### config.mk
export PLATFORM = sky130hd
export DESIGN_NAME = branch_link_unit
export DESIGN_NICKNAME = d
export VERILOG_FILES = /design/src/rtl/blu_pkg.sv /design/src/rtl/blu_rst_sync.sv /design/src/rtl/blu_target_calc.sv /design/src/rtl/blu_next_sel.sv /design/src/rtl/blu_flow_regs.sv /design/src/rtl/branch_link_unit.sv
export SDC_FILE = /design/constraint.sdc
export NUM_CORES = 1
export LEC_CHECK = 0
export BUFFER_PORTS_ARGS = -buffer_cell sky130_fd_sc_hd__buf_2
export CORE_MARGIN = 1
export CORE_UTILIZATION = 25
export CTS_BUF_LIST = sky130_fd_sc_hd__clkbuf_4 sky130_fd_sc_hd__clkbuf_8
export DETAILED_ROUTE_END_ITERATION = 10
export GPL_TIMING_DRIVEN = 1
export MAX_ROUTING_LAYER = met4
export PLACE_DENSITY = 0.52
export SLEW_MARGIN = 10
export SYNTH_ARGS = -nofsm -noshare
export SYNTH_HDL_FRONTEND = slang
export SYNTH_SLANG_ARGS = --single-unit
### constraint.sdc
create_clock -name clk -period 2.4 [get_ports clk]
set_input_delay 0.48 -clock clk [delete_from_list [all_inputs] [get_ports clk]]
set_output_delay 0.48 -clock clk [all_outputs]
set_load 0.1 [all_outputs]
### src/rtl/blu_pkg.sv
package blu_pkg;

  // Source of the next program counter value
  typedef enum logic [1:0] {
    NXT_HOLD = 2'd0,
    NXT_SEQ  = 2'd1,
    NXT_JUMP = 2'd2,
    NXT_RET  = 2'd3
  } nxt_src_e;

  localparam int unsigned INSN_BYTES = 4;

endpackage

### src/rtl/blu_rst_sync.sv
module blu_rst_sync #(
  parameter int unsigned STAGES = 2
) (
  input  logic clk,
  input  logic rst_n,
  output logic rst_sync_n
);

  logic [STAGES-1:0] sync_q;
  logic [STAGES-1:0] sync_d;

  always_comb begin
    sync_d = {sync_q[STAGES-2:0], 1'b1};
  end

  always_ff @(posedge clk or negedge rst_n) begin
    if (!rst_n) begin
      sync_q <= '0;
    end else begin
      sync_q <= sync_d;
    end
  end

  assign rst_sync_n = sync_q[STAGES-1];

endmodule

### src/rtl/blu_target_calc.sv
module blu_target_calc #(
  parameter int unsigned XLEN     = 32,
  parameter int unsigned OFF_W    = 24,
  parameter int unsigned ALIGN_SH = 2
) (
  input  logic [XLEN-1:0]  pc,
  input  logic [OFF_W-1:0] offset,
  output logic [XLEN-1:0]  target,
  output logic [XLEN-1:0]  seq_addr
);
  import blu_pkg::*;

  localparam int unsigned EXT_W = XLEN - OFF_W - ALIGN_SH;

  logic [XLEN-1:0] byte_off;

  generate
    if (ALIGN_SH > 0) begin : g_shift
      assign byte_off = {{EXT_W{offset[OFF_W-1]}}, offset, {ALIGN_SH{1'b0}}};
    end else begin : g_noshift
      assign byte_off = {{EXT_W{offset[OFF_W-1]}}, offset};
    end
  endgenerate

  always_comb begin
    target   = pc + byte_off;
    seq_addr = pc + XLEN'(INSN_BYTES);
  end

endmodule

### src/rtl/blu_next_sel.sv
module blu_next_sel #(
  parameter int unsigned XLEN = 32
) (
  input  logic                 adv_en,
  input  logic                 br_valid,
  input  logic                 br_link,
  input  logic                 cond_pass,
  input  logic                 ret_req,
  input  logic [XLEN-1:0]      target,
  input  logic [XLEN-1:0]      seq_addr,
  input  logic [XLEN-1:0]      lr_q,
  output blu_pkg::nxt_src_e    src,
  output logic                 pc_we,
  output logic [XLEN-1:0]      pc_d,
  output logic                 lr_we,
  output logic [XLEN-1:0]      lr_d
);
  import blu_pkg::*;

  logic taken;

  always_comb begin
    taken = br_valid & cond_pass;
    if (!adv_en) begin
      src = NXT_HOLD;
    end else if (taken) begin
      src = NXT_JUMP;
    end else if (ret_req) begin
      src = NXT_RET;
    end else begin
      src = NXT_SEQ;
    end
  end

  always_comb begin
    pc_we = (src != NXT_HOLD);
    unique case (src)
      NXT_JUMP: pc_d = target;
      NXT_RET:  pc_d = lr_q;
      NXT_SEQ:  pc_d = seq_addr;
      default:  pc_d = seq_addr;
    endcase
    lr_we = (src == NXT_JUMP) & br_link;
    lr_d  = seq_addr;
  end

endmodule

### src/rtl/blu_flow_regs.sv
module blu_flow_regs #(
  parameter int unsigned XLEN = 32
) (
  input  logic            clk,
  input  logic            rst_n,
  input  logic            pc_we,
  input  logic [XLEN-1:0] pc_d,
  input  logic            lr_we,
  input  logic [XLEN-1:0] lr_d,
  output logic [XLEN-1:0] pc_q,
  output logic [XLEN-1:0] lr_q
);

  always_ff @(posedge clk or negedge rst_n) begin
    if (!rst_n) begin
      pc_q <= '0;
    end else if (pc_we) begin
      pc_q <= pc_d;
    end
  end

  always_ff @(posedge clk or negedge rst_n) begin
    if (!rst_n) begin
      lr_q <= '0;
    end else if (lr_we) begin
      lr_q <= lr_d;
    end
  end

endmodule

### src/rtl/branch_link_unit.sv
module branch_link_unit #(
  parameter int unsigned XLEN        = 32,
  parameter int unsigned OFF_W       = 24,
  parameter int unsigned ALIGN_SH    = 2,
  parameter int unsigned SYNC_STAGES = 2
) (
  input  logic             clk,
  input  logic             rst_n,
  input  logic             adv_en,
  input  logic             br_valid,
  input  logic             br_link,
  input  logic [OFF_W-1:0] br_offset,
  input  logic             cond_pass,
  input  logic             ret_req,
  output logic [XLEN-1:0]  pc_o,
  output logic [XLEN-1:0]  lr_o
);
  import blu_pkg::*;

  logic            rst_int_n;
  logic [XLEN-1:0] target;
  logic [XLEN-1:0] seq_addr;
  logic [XLEN-1:0] pc_q;
  logic [XLEN-1:0] lr_q;
  logic [XLEN-1:0] pc_d;
  logic [XLEN-1:0] lr_d;
  logic            pc_we;
  logic            lr_we;
  nxt_src_e        src;

  blu_rst_sync #(.STAGES(SYNC_STAGES)) u_rst_sync (
    .clk        (clk),
    .rst_n      (rst_n),
    .rst_sync_n (rst_int_n)
  );

  blu_target_calc #(.XLEN(XLEN), .OFF_W(OFF_W), .ALIGN_SH(ALIGN_SH)) u_target (
    .pc       (pc_q),
    .offset   (br_offset),
    .target   (target),
    .seq_addr (seq_addr)
  );

  blu_next_sel #(.XLEN(XLEN)) u_next_sel (
    .adv_en    (adv_en),
    .br_valid  (br_valid),
    .br_link   (br_link),
    .cond_pass (cond_pass),
    .ret_req   (ret_req),
    .target    (target),
    .seq_addr  (seq_addr),
    .lr_q      (lr_q),
    .src       (src),
    .pc_we     (pc_we),
    .pc_d      (pc_d),
    .lr_we     (lr_we),
    .lr_d      (lr_d)
  );

  blu_flow_regs #(.XLEN(XLEN)) u_regs (
    .clk   (clk),
    .rst_n (rst_int_n),
    .pc_we (pc_we),
    .pc_d  (pc_d),
    .lr_we (lr_we),
    .lr_d  (lr_d),
    .pc_q  (pc_q),
    .lr_q  (lr_q)
  );

  assign pc_o = pc_q;
  assign lr_o = lr_q;

endmodule

* Yosys cells after proc, flatten, opt, wreduce, memory -nomap -nowiden
Cells that the tools add are included.
W data, S select, Z words.
** Word-level totals
- Register bits :: 66
- Latch bits :: 0
- Bits in writable memories :: 0
- Bits in read-only memories :: 0
- Input bits :: 31
- Output and inout bits :: 64
- Logic and storage cells :: 14
- Memories kept :: 0
** Operators by class
- $add $sub $neg :: 2
- Multipliers :: 0
- Divide/modulo/power cells :: 0
- $lt $le $gt $ge :: 0
- Equality and inequality tests :: 2
- Shift operators :: 0
- Mux-type cells :: 4
- Bitwise gates (word level) :: 2
- Reductions and logical operators :: 1
** Operator list (number)
- $pmux W32 S2 :: 1
- $add A32 B3 Y32 const B :: 1
- $add A32 B32 Y32 :: 1
- $mux W2 :: 3
- $eq A2 B2 Y1 const B :: 2
- $and A1 B1 Y1 :: 2
- $reduce_bool A2 Y1 :: 1

* Depth between registers and ports, before layout
- Word-level depth :: 5
- Depth in mapped cells :: 11
- Depth with buffers taken out :: 11

* By module
From an unflattened synthesis, not the netlist that was laid out.
** Unflattened totals
- Cells, all modules :: 553
- Area, all modules :: 5790.6 um2
** By module, submodules not included
- blu_flow_regs :: instances 1, cells an instance 136, area each 2690.1 um2, sequential area each 1601.5 um2
- blu_target_calc :: instances 1, cells an instance 298, area each 2099.5 um2, sequential area each 0.0 um2
- blu_next_sel :: instances 1, cells an instance 116, area each 947.2 um2, sequential area each 0.0 um2
- blu_rst_sync :: instances 1, cells an instance 3, area each 53.8 um2, sequential area each 50.0 um2

* Worst setup path after synthesis
Ideal clock, no wire load.
- Path type :: register to register
- From :: reg u_regs.pc_q[6]
- To :: reg u_regs.pc_q[27]
- Setup time :: 0.126 ns
- Data arrival time :: 3.088 ns
- Required time :: 2.274 ns
- Setup slack :: -0.814 ns
- Cell stages (with the launch flop) :: 11
- Buffers on the path :: 0
- Clock period less this slack :: 3.214 ns
- Path through :: dfrtp_1 ha_1 a21oi_2 nor3_2 a211oi_2 a21oi_1 a311oi_1 o21ai_1 a21oi_1 o22ai_1 a221o_1
** On the way
- Word-level cells in the longest chain between the ends :: 2
- Elaborated cells between the ends (all ways) :: 3
- Those cells by class :: 2 x add/sub; 1 x mux
** Ends and longest elaborated chain
- start, declared :: RTL line blu_flow_regs.sv:10 : output logic [XLEN-1:0] pc_q,
- start signal, assigned :: RTL line blu_flow_regs.sv:18 : pc_q <= pc_d;
- $add A32 B3 Y32 / $add A32 B32 Y32 (equally long branches) :: RTL line blu_target_calc.sv:27, blu_target_calc.sv:26
- $pmux W32 S2 (*) :: RTL line blu_next_sel.sv:37 : unique case (src)
Every way passes the cells marked *; elsewhere a longest branch is shown, timed or not.
A chain may end at the register's enable or synchronous reset.

* Worst setup path after layout
- From :: reg u_regs.pc_q[2]
- To :: reg u_regs.pc_q[28]
The elaborated chain is that of the path after synthesis.

==> flow_summary.ini <==
[timing]
timing.slew.headroom_pct = 54.1
hold_ws_ns = 0.316
clock_skew_ns = 0.0133
slew_viol_final = 0
fmax_mhz = 407
rsz0062_at_grt = yes
timing.final.crit_share_pct = 102
fin_crit_ns = 2.46
setup_tns_ns = -0.155
hold_violations = 0
finalWorstSetupSlack_ns = -0.0564
setup_viol = 7
tightest_slew_ns = 0.689

[routing]
wl_per_cell_um = 16.7
vias = 5235
drt_wl_total_mm = 18.0
viasPerCell = 4.84
ant_nets = 0
dr.pass1.iters = 4
drt_iter0_drc = 284
drc_errors = 0

[cts]
clockBufferDepth = 2
h-tree-depth = 3
cts_tree = yes
clk_latency_ns = 0.39
numCtsBuffers = 9
clock-sinks = 66
clk_root_buffer_cell = clkbuf_8
clk_pin_slew_ns = 0.08

[pwr]
ir_drop_mv = 0.853
powerDensity_nw_per_um2 = 1540
leakage_uw = 0.00323
p_total_uw = 11200

[place]
place_ws_ns = -0.353
dp_cells = 1060
place.detailed.hpwl_mm = 14.0
routabilityCongestion = 0.874
port_buffers = 94

[synth]
synth.distinct_cells = 73
syn_area_per_cell_um2 = 8.18
async_flop_share_pct = 100
ys_seq_area_share_pct = 32.1
yosys_register_bits = 66
syn_inst = 629
syn-num-nets = 691
ys.flop_type = dfrtp_1
synth_top_area_share_pct = 32.1
synth_warnings = 0
synth_area_leader_cell = dfrtp_1
ys_top_cells_by_area = dfrtp_1 32%, ha_1 7.3%, nand2_1 7.3%
netlist_area_um2 = 5140
synth_edf_count = 0

[worst_setup_path]
crit_start = u_regs.pc_q[2]
crit_required_ns = 2.66
crit_arrival_ns = 2.72
path_cells = ha_4, fa_2, a21oi_4, o211a_1, nor3_2, a31o_2, a41o_4, nand3_4, o311ai_4, xnor2_1, o2111ai_1
crit_path_top_delay_cell = dfrtp_2
critPathLaunchType = flip-flop
crit_type = reg -> reg
worst_setup_path_end_kind = flip-flop
max_stage_delay_ns = 0.43
r2r-start = u_regs.pc_q[2]
cp_max_fo = 4

[floorplanning]
design.core.area_um2 = 20200
initial_core_util_pct = 25.4
rows = 52
die_y_um = 145
die_area_um2 = 21200
die_x_um = 145
design.portCount = 95

[final_layout]
drive_gt1_share_pct = 38.0
fin_nets = 868
antennaDiodeCount = 0
finalNonFillerCells = 1081
layout_common_cells = 106 x buf_4, 95 x nand2_1, 94 x buf_2, 54 x o21ai_0, 46 x a21oi_1
num-fill-cells = 2095
mostFrequentLayoutCell = buf_4
area_growth_syn_to_layout_pct = 41.8

[grt]
grt_pass1_vias = 5107
antenna_found_initial = 0
grt_pass1_wl_mm = 28.6
grt.overflow.total = 0
grt_max_degree = 30
track_usage_pct = 17.9

[status]
status = finished, violations left
violations = setup timing

[job]
drv_cap = 0

[min_path]
hp-class = reg -> async
[registers in the layout (all words and copies together) (netlist names)]
name and cells:
u_regs.lr_q 32, u_rst_sync.sync_q 2, u_regs.pc_q 32
[critical path: cells and delay by family, from the launching register on]
family | cells | cell delay, ns
AOI/OAI and AO/OA | 6 | 1.02
adders and majority gates | 2 | 0.54
DFF | 1 | 0.43
xor gates and xnor gates | 1 | 0.19
and+or+nand+nor | 2 | 0.17
[layer usage]
layer  global-route usage (%)  wire length (um)  vias up
li1                         -                 -     2636
met1                     23.6              8650     2478
met2                     28.1              8380      106
met3                     3.45               777       15
met4                     4.68               221        0
met5                        -                 0        -
[per-stage QoR]
step | area (um2) | utilization, %
global route | 7290 | 36.0
global placement | 6820 | 33.7
finish | 7290 | 36.0
detailed placement | 6820 | 33.7
floorplan | 5410 | -
CTS | 7120 | 35.2
[repair_timing]
item / in CTS / in global routing
pin swaps: 16 / 20
hold endpoints to repair: 2 / 0
hold buffers: 1 / 0
setup endpoints to repair: 12 / 13
resized for setup: 4 / 24
buffers inserted: 1 / 3
[worst paths after layout]
path,endpoint,depth (start not counted),slack [ns]
min reg2reg,u_regs.pc_q[29],0,0.32
max,u_regs.pc_q[28],11,-0.06
min,u_regs.pc_q[29],0,0.32
max in group asynchronous,u_regs.pc_q[6],1,1.42
min in group clk,u_rst_sync.sync_q[1],0,0.35
max reg2reg,u_regs.pc_q[28],11,-0.06
[cell type report]
cell class,instances,area [um2],area share (%)
flip-flops and latches,66,1680,23.1
multi-input cells,516,3680,50.4
clock inverters,4,97.6,1.34
clock buffers,12,159,2.18
inverters,11,41.3,0.566
well taps,270,338,4.63
repair buffers,202,1300,17.8
[power breakdown]
part | leakage (uW) | switching (uW) | total, uW | internal, uW
Clock | 0.000126 | 503 | 1260 | 759
Combinational | 0.00231 | 5490 | 7950 | 2470
Sequential | 0.000796 | 428 | 1980 | 1550
Total | 0.00323 | 6420 | 11200 | 4780
[cell usage after synthesis, types with 4 or more instances]
cell and instances:
nand2_1 100, o31ai_1 7, o221ai_1 8, nand4_1 8, a32oi_1 5, and2_1 6
o21ai_1 4, a31oi_1 4, nor3_1 10, xor2_1 16, mux2i_1 6, o21ai_0 55
or3_1 4, clkbuf_1 27, xnor2_1 35, nor2_1 40, inv_1 10, mux2_2 8
a21o_1 9, a221o_1 5, buf_1 4, and3_1 10, dfrtp_1 66, ha_1 30
a21oi_1 53, nand3_1 25
[kinds of logic after synthesis]
logic type      Yosys count  share of synthesized area (%)
compound gates          190                           23.9
xor+xnor                 51                           8.68
fa+ha+maj                31                           7.69
buf+inv                  47                           3.65
flops                    66                           32.1
mux                      14                           2.92
other cells               1                         0.0729
simple gates            229                           21.0
No activity file was read; power rests on OpenSTA's default activity.
